## src/rtl/pfq_pkg.sv

```systemverilog
package pfq_pkg;
  typedef enum logic [1:0] {
    FS_IDLE = 2'd0,
    FS_WAIT = 2'd1,
    FS_DROP = 2'd2
  } fetch_state_e;
endpackage

```

## src/rtl/pfq_fetch.sv

```systemverilog
module pfq_fetch #(
  parameter int BUS_BYTES = 2,
  parameter int DEPTH = 6,
  parameter int ADDR_W = 20,
  parameter logic [ADDR_W-1:0] RESET_ADDR = '0,
  parameter int CNT_W = 3,
  parameter int DATA_W = 16
) (
  input  logic              clk,
  input  logic              rst_n,
  input  logic              flush_i,
  input  logic [ADDR_W-1:0] flush_addr_i,
  input  logic              eu_req_i,
  input  logic [CNT_W-1:0]  count_i,
  input  logic              pf_grant_i,
  input  logic              rd_valid_i,
  input  logic [DATA_W-1:0] rd_data_i,
  output logic              pf_req_o,
  output logic [ADDR_W-1:0] pf_addr_o,
  output logic [1:0]        wr_n_o,
  output logic [7:0]        wr_b0_o,
  output logic [7:0]        wr_b1_o
);
  import pfq_pkg::*;

  localparam logic [CNT_W-1:0] NEED = CNT_W'(BUS_BYTES);
  localparam logic [CNT_W-1:0] CAP  = CNT_W'(DEPTH);

  fetch_state_e     state_q, state_d;
  logic [ADDR_W-1:0] fa_q, fa_d;
  logic             odd_q, odd_d;
  logic             fire, accept, fa_odd;
  logic [ADDR_W-1:0] step;

  generate
    if (BUS_BYTES == 2) begin : g_word
      assign fa_odd  = fa_q[0];
      assign step    = fa_q[0] ? ADDR_W'(1) : ADDR_W'(2);
      assign wr_b0_o = odd_q ? rd_data_i[15:8] : rd_data_i[7:0];
      assign wr_b1_o = rd_data_i[15:8];
      assign wr_n_o  = accept ? (odd_q ? 2'd1 : 2'd2) : 2'd0;
    end else begin : g_byte
      assign fa_odd  = 1'b0;
      assign step    = ADDR_W'(1);
      assign wr_b0_o = rd_data_i[7:0];
      assign wr_b1_o = 8'h00;
      assign wr_n_o  = accept ? 2'd1 : 2'd0;
    end
  endgenerate

  assign pf_req_o  = (state_q == FS_IDLE) && !eu_req_i && ((CAP - count_i) >= NEED);
  assign pf_addr_o = fa_q;
  assign fire      = pf_req_o && pf_grant_i;
  assign accept    = (state_q == FS_WAIT) && rd_valid_i && !flush_i;

  always_comb begin
    state_d = state_q;
    fa_d    = fa_q;
    odd_d   = odd_q;
    if (fire) begin
      odd_d = fa_odd;
      fa_d  = fa_q + step;
    end
    if (flush_i) fa_d = flush_addr_i;
    unique case (state_q)
      FS_IDLE: if (fire) state_d = flush_i ? FS_DROP : FS_WAIT;
      FS_WAIT: begin
        if (rd_valid_i)   state_d = FS_IDLE;
        else if (flush_i) state_d = FS_DROP;
      end
      FS_DROP: if (rd_valid_i) state_d = FS_IDLE;
      default: state_d = FS_IDLE;
    endcase
  end

  always_ff @(posedge clk or negedge rst_n) begin
    if (!rst_n) begin
      state_q <= FS_IDLE;
      fa_q    <= RESET_ADDR;
      odd_q   <= 1'b0;
    end else begin
      state_q <= state_d;
      fa_q    <= fa_d;
      odd_q   <= odd_d;
    end
  end

  // returns belonging to a flushed fetch never reach storage
  a_r6_drop_stale: assert property (@(posedge clk) disable iff (!rst_n)
    (state_q == FS_DROP) |-> (wr_n_o == 2'd0));
  // a request implies no outstanding fetch and room for a full beat
  a_r4_room: assert property (@(posedge clk) disable iff (!rst_n)
    pf_req_o |-> (count_i <= CAP - NEED));
endmodule

```

## src/rtl/pfq_occ.sv

```systemverilog
module pfq_occ #(
  parameter int DEPTH = 6,
  parameter int CNT_W = 3,
  parameter int PTR_W = 3
) (
  input  logic             clk,
  input  logic             rst_n,
  input  logic             flush_i,
  input  logic [1:0]       wr_n_i,
  input  logic             pop_i,
  output logic [CNT_W-1:0] count_o,
  output logic [PTR_W-1:0] head_o,
  output logic [PTR_W-1:0] tail_o
);
  logic [CNT_W-1:0] count_q, count_d;
  logic [PTR_W-1:0] head_q, head_d, tail_q, tail_d;
  logic             pop_ok;

  function automatic logic [PTR_W-1:0] wrap_add(input logic [PTR_W-1:0] p, input logic [1:0] n);
    int s;
    s = int'(p) + int'(n);
    if (s >= DEPTH) s = s - DEPTH;
    return PTR_W'(s);
  endfunction

  assign pop_ok = pop_i && (count_q != '0) && !flush_i;

  always_comb begin
    if (flush_i) begin
      count_d = '0;
      head_d  = '0;
      tail_d  = '0;
    end else begin
      count_d = count_q + CNT_W'(wr_n_i) - CNT_W'(pop_ok);
      head_d  = pop_ok ? wrap_add(head_q, 2'd1) : head_q;
      tail_d  = wrap_add(tail_q, wr_n_i);
    end
  end

  always_ff @(posedge clk or negedge rst_n) begin
    if (!rst_n) begin
      count_q <= '0;
      head_q  <= '0;
      tail_q  <= '0;
    end else begin
      count_q <= count_d;
      head_q  <= head_d;
      tail_q  <= tail_d;
    end
  end

  assign count_o = count_q;
  assign head_o  = head_q;
  assign tail_o  = tail_q;

  // occupancy bounded by the depth
  a_r8_bound: assert property (@(posedge clk) disable iff (!rst_n)
    count_q <= CNT_W'(DEPTH));
  // an empty queue stays empty without a write, whatever the decoder does
  a_r2_empty_hold: assert property (@(posedge clk) disable iff (!rst_n)
    (count_q == '0 && wr_n_i == 2'd0) |=> (count_q == '0));
endmodule

```

## src/rtl/pfq_store.sv

```systemverilog
module pfq_store #(
  parameter int DEPTH = 6,
  parameter int PTR_W = 3,
  parameter int MAX_WR = 2
) (
  input  logic             clk,
  input  logic             rst_n,
  input  logic [PTR_W-1:0] tail_i,
  input  logic [1:0]       wr_n_i,
  input  logic [7:0]       b0_i,
  input  logic [7:0]       b1_i,
  input  logic [PTR_W-1:0] head_i,
  output logic [7:0]       rd_byte_o
);
  localparam int WORDS = DEPTH / 2;

  logic [PTR_W-1:0] tail1;
  logic [WORDS-1:0] we_lo, we_hi;
  logic [15:0]      wq [WORDS];
  logic [PTR_W-1:0] hw;

  assign tail1 = (int'(tail_i) + 1 >= DEPTH) ? '0 : tail_i + PTR_W'(1);

  for (genvar w = 0; w < WORDS; w++) begin : g_word
    localparam logic [PTR_W-1:0] LO = PTR_W'(2 * w);
    localparam logic [PTR_W-1:0] HI = PTR_W'(2 * w + 1);
    logic [7:0] lo_q, hi_q;
    assign we_lo[w] = ((wr_n_i != 2'd0) && (tail_i == LO)) || ((wr_n_i == 2'd2) && (tail1 == LO));
    assign we_hi[w] = ((wr_n_i != 2'd0) && (tail_i == HI)) || ((wr_n_i == 2'd2) && (tail1 == HI));
    always_ff @(posedge clk) begin
      if (we_lo[w]) lo_q <= (tail_i == LO) ? b0_i : b1_i;
      if (we_hi[w]) hi_q <= (tail_i == HI) ? b0_i : b1_i;
    end
    assign wq[w] = {hi_q, lo_q};
  end

  assign hw        = head_i >> 1;
  assign rd_byte_o = head_i[0] ? wq[hw][15:8] : wq[hw][7:0];

  // never more byte strobes in a cycle than the bus width delivers
  a_r10_strobe_count: assert property (@(posedge clk) disable iff (!rst_n)
    $countones({we_hi, we_lo}) <= MAX_WR);
endmodule

```

## src/rtl/pfq_ctrl.sv

```systemverilog
module pfq_ctrl #(
  parameter int BUS_BYTES = 2,
  parameter int DEPTH = (BUS_BYTES == 2) ? 6 : 4,
  parameter int ADDR_W = 20,
  parameter logic [ADDR_W-1:0] RESET_ADDR = ADDR_W'('hFFFF0),
  localparam int CNT_W = $clog2(DEPTH + 1),
  localparam int PTR_W = $clog2(DEPTH),
  localparam int DATA_W = 8 * BUS_BYTES
) (
  input  logic              clk,
  input  logic              rst_n,
  input  logic              flush_i,
  input  logic [ADDR_W-1:0] flush_addr_i,
  input  logic              eu_req_i,
  output logic              pf_req_o,
  output logic [ADDR_W-1:0] pf_addr_o,
  input  logic              pf_grant_i,
  input  logic              rd_valid_i,
  input  logic [DATA_W-1:0] rd_data_i,
  input  logic              dec_rd_i,
  output logic [7:0]        dec_byte_o,
  output logic              dec_valid_o,
  output logic [CNT_W-1:0]  dec_count_o
);
  logic [1:0]       wr_n;
  logic [7:0]       wr_b0, wr_b1;
  logic [CNT_W-1:0] count;
  logic [PTR_W-1:0] head, tail;

  pfq_fetch #(
    .BUS_BYTES(BUS_BYTES), .DEPTH(DEPTH), .ADDR_W(ADDR_W),
    .RESET_ADDR(RESET_ADDR), .CNT_W(CNT_W), .DATA_W(DATA_W)
  ) u_fetch (
    .clk(clk), .rst_n(rst_n), .flush_i(flush_i), .flush_addr_i(flush_addr_i),
    .eu_req_i(eu_req_i), .count_i(count), .pf_grant_i(pf_grant_i),
    .rd_valid_i(rd_valid_i), .rd_data_i(rd_data_i), .pf_req_o(pf_req_o),
    .pf_addr_o(pf_addr_o), .wr_n_o(wr_n), .wr_b0_o(wr_b0), .wr_b1_o(wr_b1)
  );

  pfq_occ #(.DEPTH(DEPTH), .CNT_W(CNT_W), .PTR_W(PTR_W)) u_occ (
    .clk(clk), .rst_n(rst_n), .flush_i(flush_i), .wr_n_i(wr_n),
    .pop_i(dec_rd_i), .count_o(count), .head_o(head), .tail_o(tail)
  );

  pfq_store #(.DEPTH(DEPTH), .PTR_W(PTR_W), .MAX_WR(BUS_BYTES)) u_store (
    .clk(clk), .rst_n(rst_n), .tail_i(tail), .wr_n_i(wr_n), .b0_i(wr_b0),
    .b1_i(wr_b1), .head_i(head), .rd_byte_o(dec_byte_o)
  );

  assign dec_count_o = count;
  assign dec_valid_o = (count != '0);

  // data accesses always win the bus
  a_r3_eu_first: assert property (@(posedge clk) disable iff (!rst_n)
    eu_req_i |-> !pf_req_o);
  // a flush empties the queue and retargets fetching
  a_r5_flush: assert property (@(posedge clk) disable iff (!rst_n)
    flush_i |=> (dec_count_o == '0) && (pf_addr_o == $past(flush_addr_i)));
endmodule

```

## config.mk

```make
export PLATFORM = sky130hd
export DESIGN_NAME = pfq_ctrl
export DESIGN_NICKNAME = d
export VERILOG_FILES = /design/src/rtl/pfq_pkg.sv /design/src/rtl/pfq_fetch.sv /design/src/rtl/pfq_occ.sv /design/src/rtl/pfq_store.sv /design/src/rtl/pfq_ctrl.sv
export SDC_FILE = /design/constraint.sdc
export NUM_CORES = 1
export LEC_CHECK = 0
export BUFFER_PORTS_ARGS = -buffer_cell sky130_fd_sc_hd__buf_4
export CAP_MARGIN = 20
export CORE_UTILIZATION = 52
export CTS_CLUSTER_DIAMETER = 80
export CTS_CLUSTER_SIZE = 28
export DETAILED_ROUTE_END_ITERATION = 10
export MAX_ROUTING_LAYER = met4
export PLACE_DENSITY = 0.81
export SETUP_SLACK_MARGIN = 0.2
export SLEW_MARGIN = 20
export SYNTH_ARGS = -nofsm -noshare
export SYNTH_HDL_FRONTEND = slang
export SYNTH_SLANG_ARGS = --single-unit
```

## constraint.sdc

```tcl
create_clock -name clk -period 1.9 [get_ports clk]
set_input_delay 0.38 -clock clk [delete_from_list [all_inputs] [get_ports clk]]
set_output_delay 0.38 -clock clk [all_outputs]
set_load 0.01 [all_outputs]
```

==> reports/summary.txt <==
actual transition at the worst max-transition pin: 0.486 ns
Worst R2R Setup Slack: -0.27 ns
Reg-to-Reg Start: u_fetch.state_q[1]$_DFFE_PN0P_
Starting Density: 54.0%
critical path arrival: 1.85 ns
netlist area before placement: 4730 um2
number of standard cells after synthesis: 435
Worst Setup Slack, final: -0.335 ns
number of register bits inferred by synthesis: 80
area after detailed placement: 6150 um2
average wire per cell in the routed design: 25.8 um
die area: 9480 um2
maximum clock frequency: 447 MHz
GRT Total Usage: 34.7%
min cycle time layout: 2.23 ns
WL final: 18.6 mm
worst hold path type: input pin to register
Worst Hold Depth: 3
main area contributors after synthesis: sky130_fd_sc_hd__edfxtp_1 30%, sky130_fd_sc_hd__mux2_2 12%, sky130_fd_sc_hd__dfstp_2 8.9%
Routability Congestion: 0.877
power per unit of standard cell area: 760 nW/um2
vias after detailed routing: 4847
count of standard-cell rows: 34
count of nets left with antenna violations after detail routing: 0
cell area after layout: 7350 um2
insertion delay of the later-clocked pin in the worst-skew pair: 0.38 ns
via count of the first global-routing pass: 4671
run status: finished, violations left
antenna violations before repair: 0
worst slack after detailed placement: -0.145 ns
total CTS buffers: 9
Hold Path Sink: u_fetch.pf_addr_o[8]$_DFFE_PN1P_
reg-to-reg critical path endpoint: u_occ.tail_o[2]$_DFF_PN0_
drt pass-1 iters: 6
Slew Limit Fails: 0
Max FO, Critical Path: 6
Highest Signal Layer: met4
reported leakage power: 2.92 nW
net count reported at finish: 668
failing checks: negative setup slack
largest net degree at the start of global routing: 33
area growth from synthesis to final layout: 55.3%
count of flip-flops with a built-in enable after synthesis: 48
fill count: 388
via count normalized by instance count: 6.73
startpoint of the lowest-slack hold path: flush_addr_i[8]
Syn Nets: 496
fraction of final layout cells with drive strength greater than 1: 62.6%
share of the clock period used by the worst path: 118%
Top Ports: 76
data required time at the worst endpoint: 1.52 ns
Sink Count: 80
share of Yosys cell area claimed by the top area cell type: 30.5%
async set-reset flop share out of synthesis: 40.0%
worst-case clock skew: 0.0126 ns
Critical Path Slowest Stage Cell: sky130_fd_sc_hd__dfrtp_1
CTS tree: done
number of DRC markers after the initial detailed-route iteration: 537
Congestion Overflow GR: 0
crit path launch type: register
number of hold-slack violations in the final timing report: 0
total negative setup slack: -5.73 ns
R2R depth: 10
clk buf depth: 2
number of diodes added for antenna fixing: 0
worst-case vdd ir drop: 0.571 mV
Synth cell types: 59
level count of the clock H-tree: 3
HPWL after detailed placement: 9.03 mm
met2 wire len: 9.06 mm
worst path bufs/invs: 4
Avg Cell Area, Syn: 10.9 um2
clock-pin transition on the worst setup and hold timing paths: 0.09 ns
routed length on met3: 1.72 mm
wire length of the first global-routing pass: 24.8 mm
Syn. warnings: 0
port buffer count: 75
tightest slew margin relative to the limit: 67.3%
DR DRC count: 0
most used flip-flop cell after synthesis: sky130_fd_sc_hd__edfxtp_1
Setup violations, final: 70
series of cell instances along the critical path: inv_2 -> buf_12 -> buf_8 -> o22ai_1 -> o21bai_1 -> a221oi_2 -> buf_4
Die H: 97.4 um
routed length on met1: 6.78 mm
delay of the slowest cell on the worst path: 0.41 ns
Setup CP Type: register to output port
clock root buffer master: sky130_fd_sc_hd__clkbuf_8
unrepaired setup endpoints after global routing: yes
maxcap violations: 0
cell taking the most area after synthesis: sky130_fd_sc_hd__edfxtp_1
sequential share of the synthesized area: 47.8%
die width: 97.4 um
family with the most delay on the worst path: compound AO/OA/AOI/OAI gates
Core Area: 8760 um2
Critical Path Sink Type: output port
[cells in the final DEF, fill, tap and decap left out, types with 5 or more instances in the layout]
cell,instances
sky130_fd_sc_hd__dfstp_2,16
sky130_fd_sc_hd__nor2_2,10
sky130_fd_sc_hd__a31oi_1,9
sky130_fd_sc_hd__nand3_1,6
sky130_fd_sc_hd__or4_1,7
sky130_fd_sc_hd__dfrtp_1,12
sky130_fd_sc_hd__mux2_4,12
sky130_fd_sc_hd__nand4_1,5
sky130_fd_sc_hd__nor2_1,37
sky130_fd_sc_hd__o21ai_0,9
sky130_fd_sc_hd__o22ai_1,7
sky130_fd_sc_hd__a211oi_1,8
sky130_fd_sc_hd__a21oi_2,5
sky130_fd_sc_hd__ha_4,10
sky130_fd_sc_hd__buf_12,7
sky130_fd_sc_hd__inv_2,12
sky130_fd_sc_hd__or4_4,5
sky130_fd_sc_hd__clkbuf_8,9
sky130_fd_sc_hd__a221oi_2,8
sky130_fd_sc_hd__buf_4,134
sky130_fd_sc_hd__nand2_1,15
sky130_fd_sc_hd__edfxtp_1,48
sky130_fd_sc_hd__buf_6,38
sky130_fd_sc_hd__inv_1,6
sky130_fd_sc_hd__ha_1,5
sky130_fd_sc_hd__nand2_4,5
sky130_fd_sc_hd__o21bai_1,5
sky130_fd_sc_hd__mux2_2,37
sky130_fd_sc_hd__o31ai_1,9
[where the power goes]
group	total [mW]	switching, mW	internal (mW)
Clock	1.36	0.737	0.624
Combinational	2.17	1.08	1.09
Sequential	2.06	0.100	1.96
Total	5.59	1.91	3.67
[Yosys cell counts, drive strengths merged (3+ instances only)]
library cell  instances
a221oi                8
and4                  3
a21oi                 7
xor2                  4
nand2                20
or4                  12
a211oi                8
o22ai                 8
dfrtp                16
buf                   4
inv                  19
nand3                11
o21bai                8
xnor2                 4
or2                   3
and2                  3
o31ai                10
clkbuf               20
mux2i                 3
dfstp                16
edfxtp               48
ha                   16
nand4                 6
nor2                 50
o211ai                4
nand2b                6
nor2b                 4
o21ai                16
a31oi                14
mux2                 49
[how the worst max path moves through the flow]
stage / start / end / slack, ns / cells past startpoint
2_1_floorplan: flush_i / u_occ.tail_o[1]$_DFF_PN0_ / -0.17 / 10
3_3_place_gp: u_occ.count_o[1]$_DFF_PN0_ / u_occ.count_o[2]$_DFF_PN0_ / -0.07 / 12
3_5_place_dp: flush_i / u_occ.tail_o[1]$_DFF_PN0_ / -0.15 / 11
6_report: u_occ.head_o[1]$_DFFE_PN0P_ / dec_byte_o[6] / -0.33 / 7
4_1_cts: u_occ.head_o[1]$_DFFE_PN0P_ / dec_byte_o[6] / -0.24 / 7
5_1_grt: u_occ.head_o[1]$_DFFE_PN0P_ / dec_byte_o[6] / -0.38 / 7
[worst reg2reg max path, cell delays in order, from the launching register on]
cell	delay [ns]
sky130_fd_sc_hd__dfrtp_1	0.42
sky130_fd_sc_hd__inv_2	0.07
sky130_fd_sc_hd__nand4_1	0.17
sky130_fd_sc_hd__nor2_2	0.17
sky130_fd_sc_hd__ha_2	0.20
sky130_fd_sc_hd__inv_2	0.04
sky130_fd_sc_hd__fa_2	0.36
sky130_fd_sc_hd__xnor2_2	0.16
sky130_fd_sc_hd__nor2_2	0.22
sky130_fd_sc_hd__nand3_2	0.14
sky130_fd_sc_hd__a21oi_2	0.14
[cells by family after synthesis]
group	count (synthesis)	synth area share [%]
xor gates and xnor gates	8	1.48
and+or+nand+nor	126	13.5
AOI/OAI and AO/OA	108	16.4
DFF	80	47.8
adders and majority gates	18	5.08
buffers and inverters	43	3.46
muxes	52	12.3
[per-stage QoR]
| step | hold WS (ns) | cells | util (%) | total power, mW |
|---|---|---|---|---|
| floorplan | 0.0844 | 435 | - | 2.96 |
| global placement | 0.341 | 667 | 70.2 | 3.61 |
| detailed placement | 0.348 | 667 | 70.2 | 3.67 |
| CTS | 0.231 | 708 | 78.1 | 5.22 |
| global route | 0.227 | 720 | 83.9 | 5.74 |
| finish | 0.227 | 720 | 83.9 | 5.59 |
[cell type report]
| cell class | instances | area, um2 | share of cell area [%] |
|---|---|---|---|
| multi-input combinational | 314 | 3040 | 41.4 |
| timing repair buffer | 183 | 1630 | 22.2 |
| tap | 108 | 135 | 1.84 |
| clock buffer | 9 | 124 | 1.69 |
| inverter | 19 | 73.8 | 1.00 |
| sequential | 80 | 2270 | 30.9 |
| clock inverter | 7 | 80.1 | 1.09 |
[layer usage]
layer | GRT usage [%] | vias to the layer above
met5 | - | -
met4 | 16.9 | 0
met3 | 5.04 | 115
met2 | 57.1 | 387
met1 | 42.0 | 2327
li1 | - | 2018
[registers in the layout, summed over array words and instances, names as in the netlist]
signal	flops
u_occ.count_o	3
u_store.g_word.hi_q	24
u_fetch.odd_q	1
u_fetch.pf_addr_o	20
u_occ.head_o	3
u_fetch.state_q	2
u_occ.tail_o	3
u_store.g_word.lo_q	24
[repair_timing]
| item | CTS | global route |
|---|---|---|
| gates cloned | 2 | 0 |
| setup buffers | 22 | 12 |
| gates resized for setup | 71 | 93 |
| pin swaps | 37 | 45 |
| hold buffers | 1 | 0 |
| setup endpoints to repair | 105 | 117 |
| endpoints found under the hold margin | 16 | 0 |
Power figures use the tool's default switching activity.
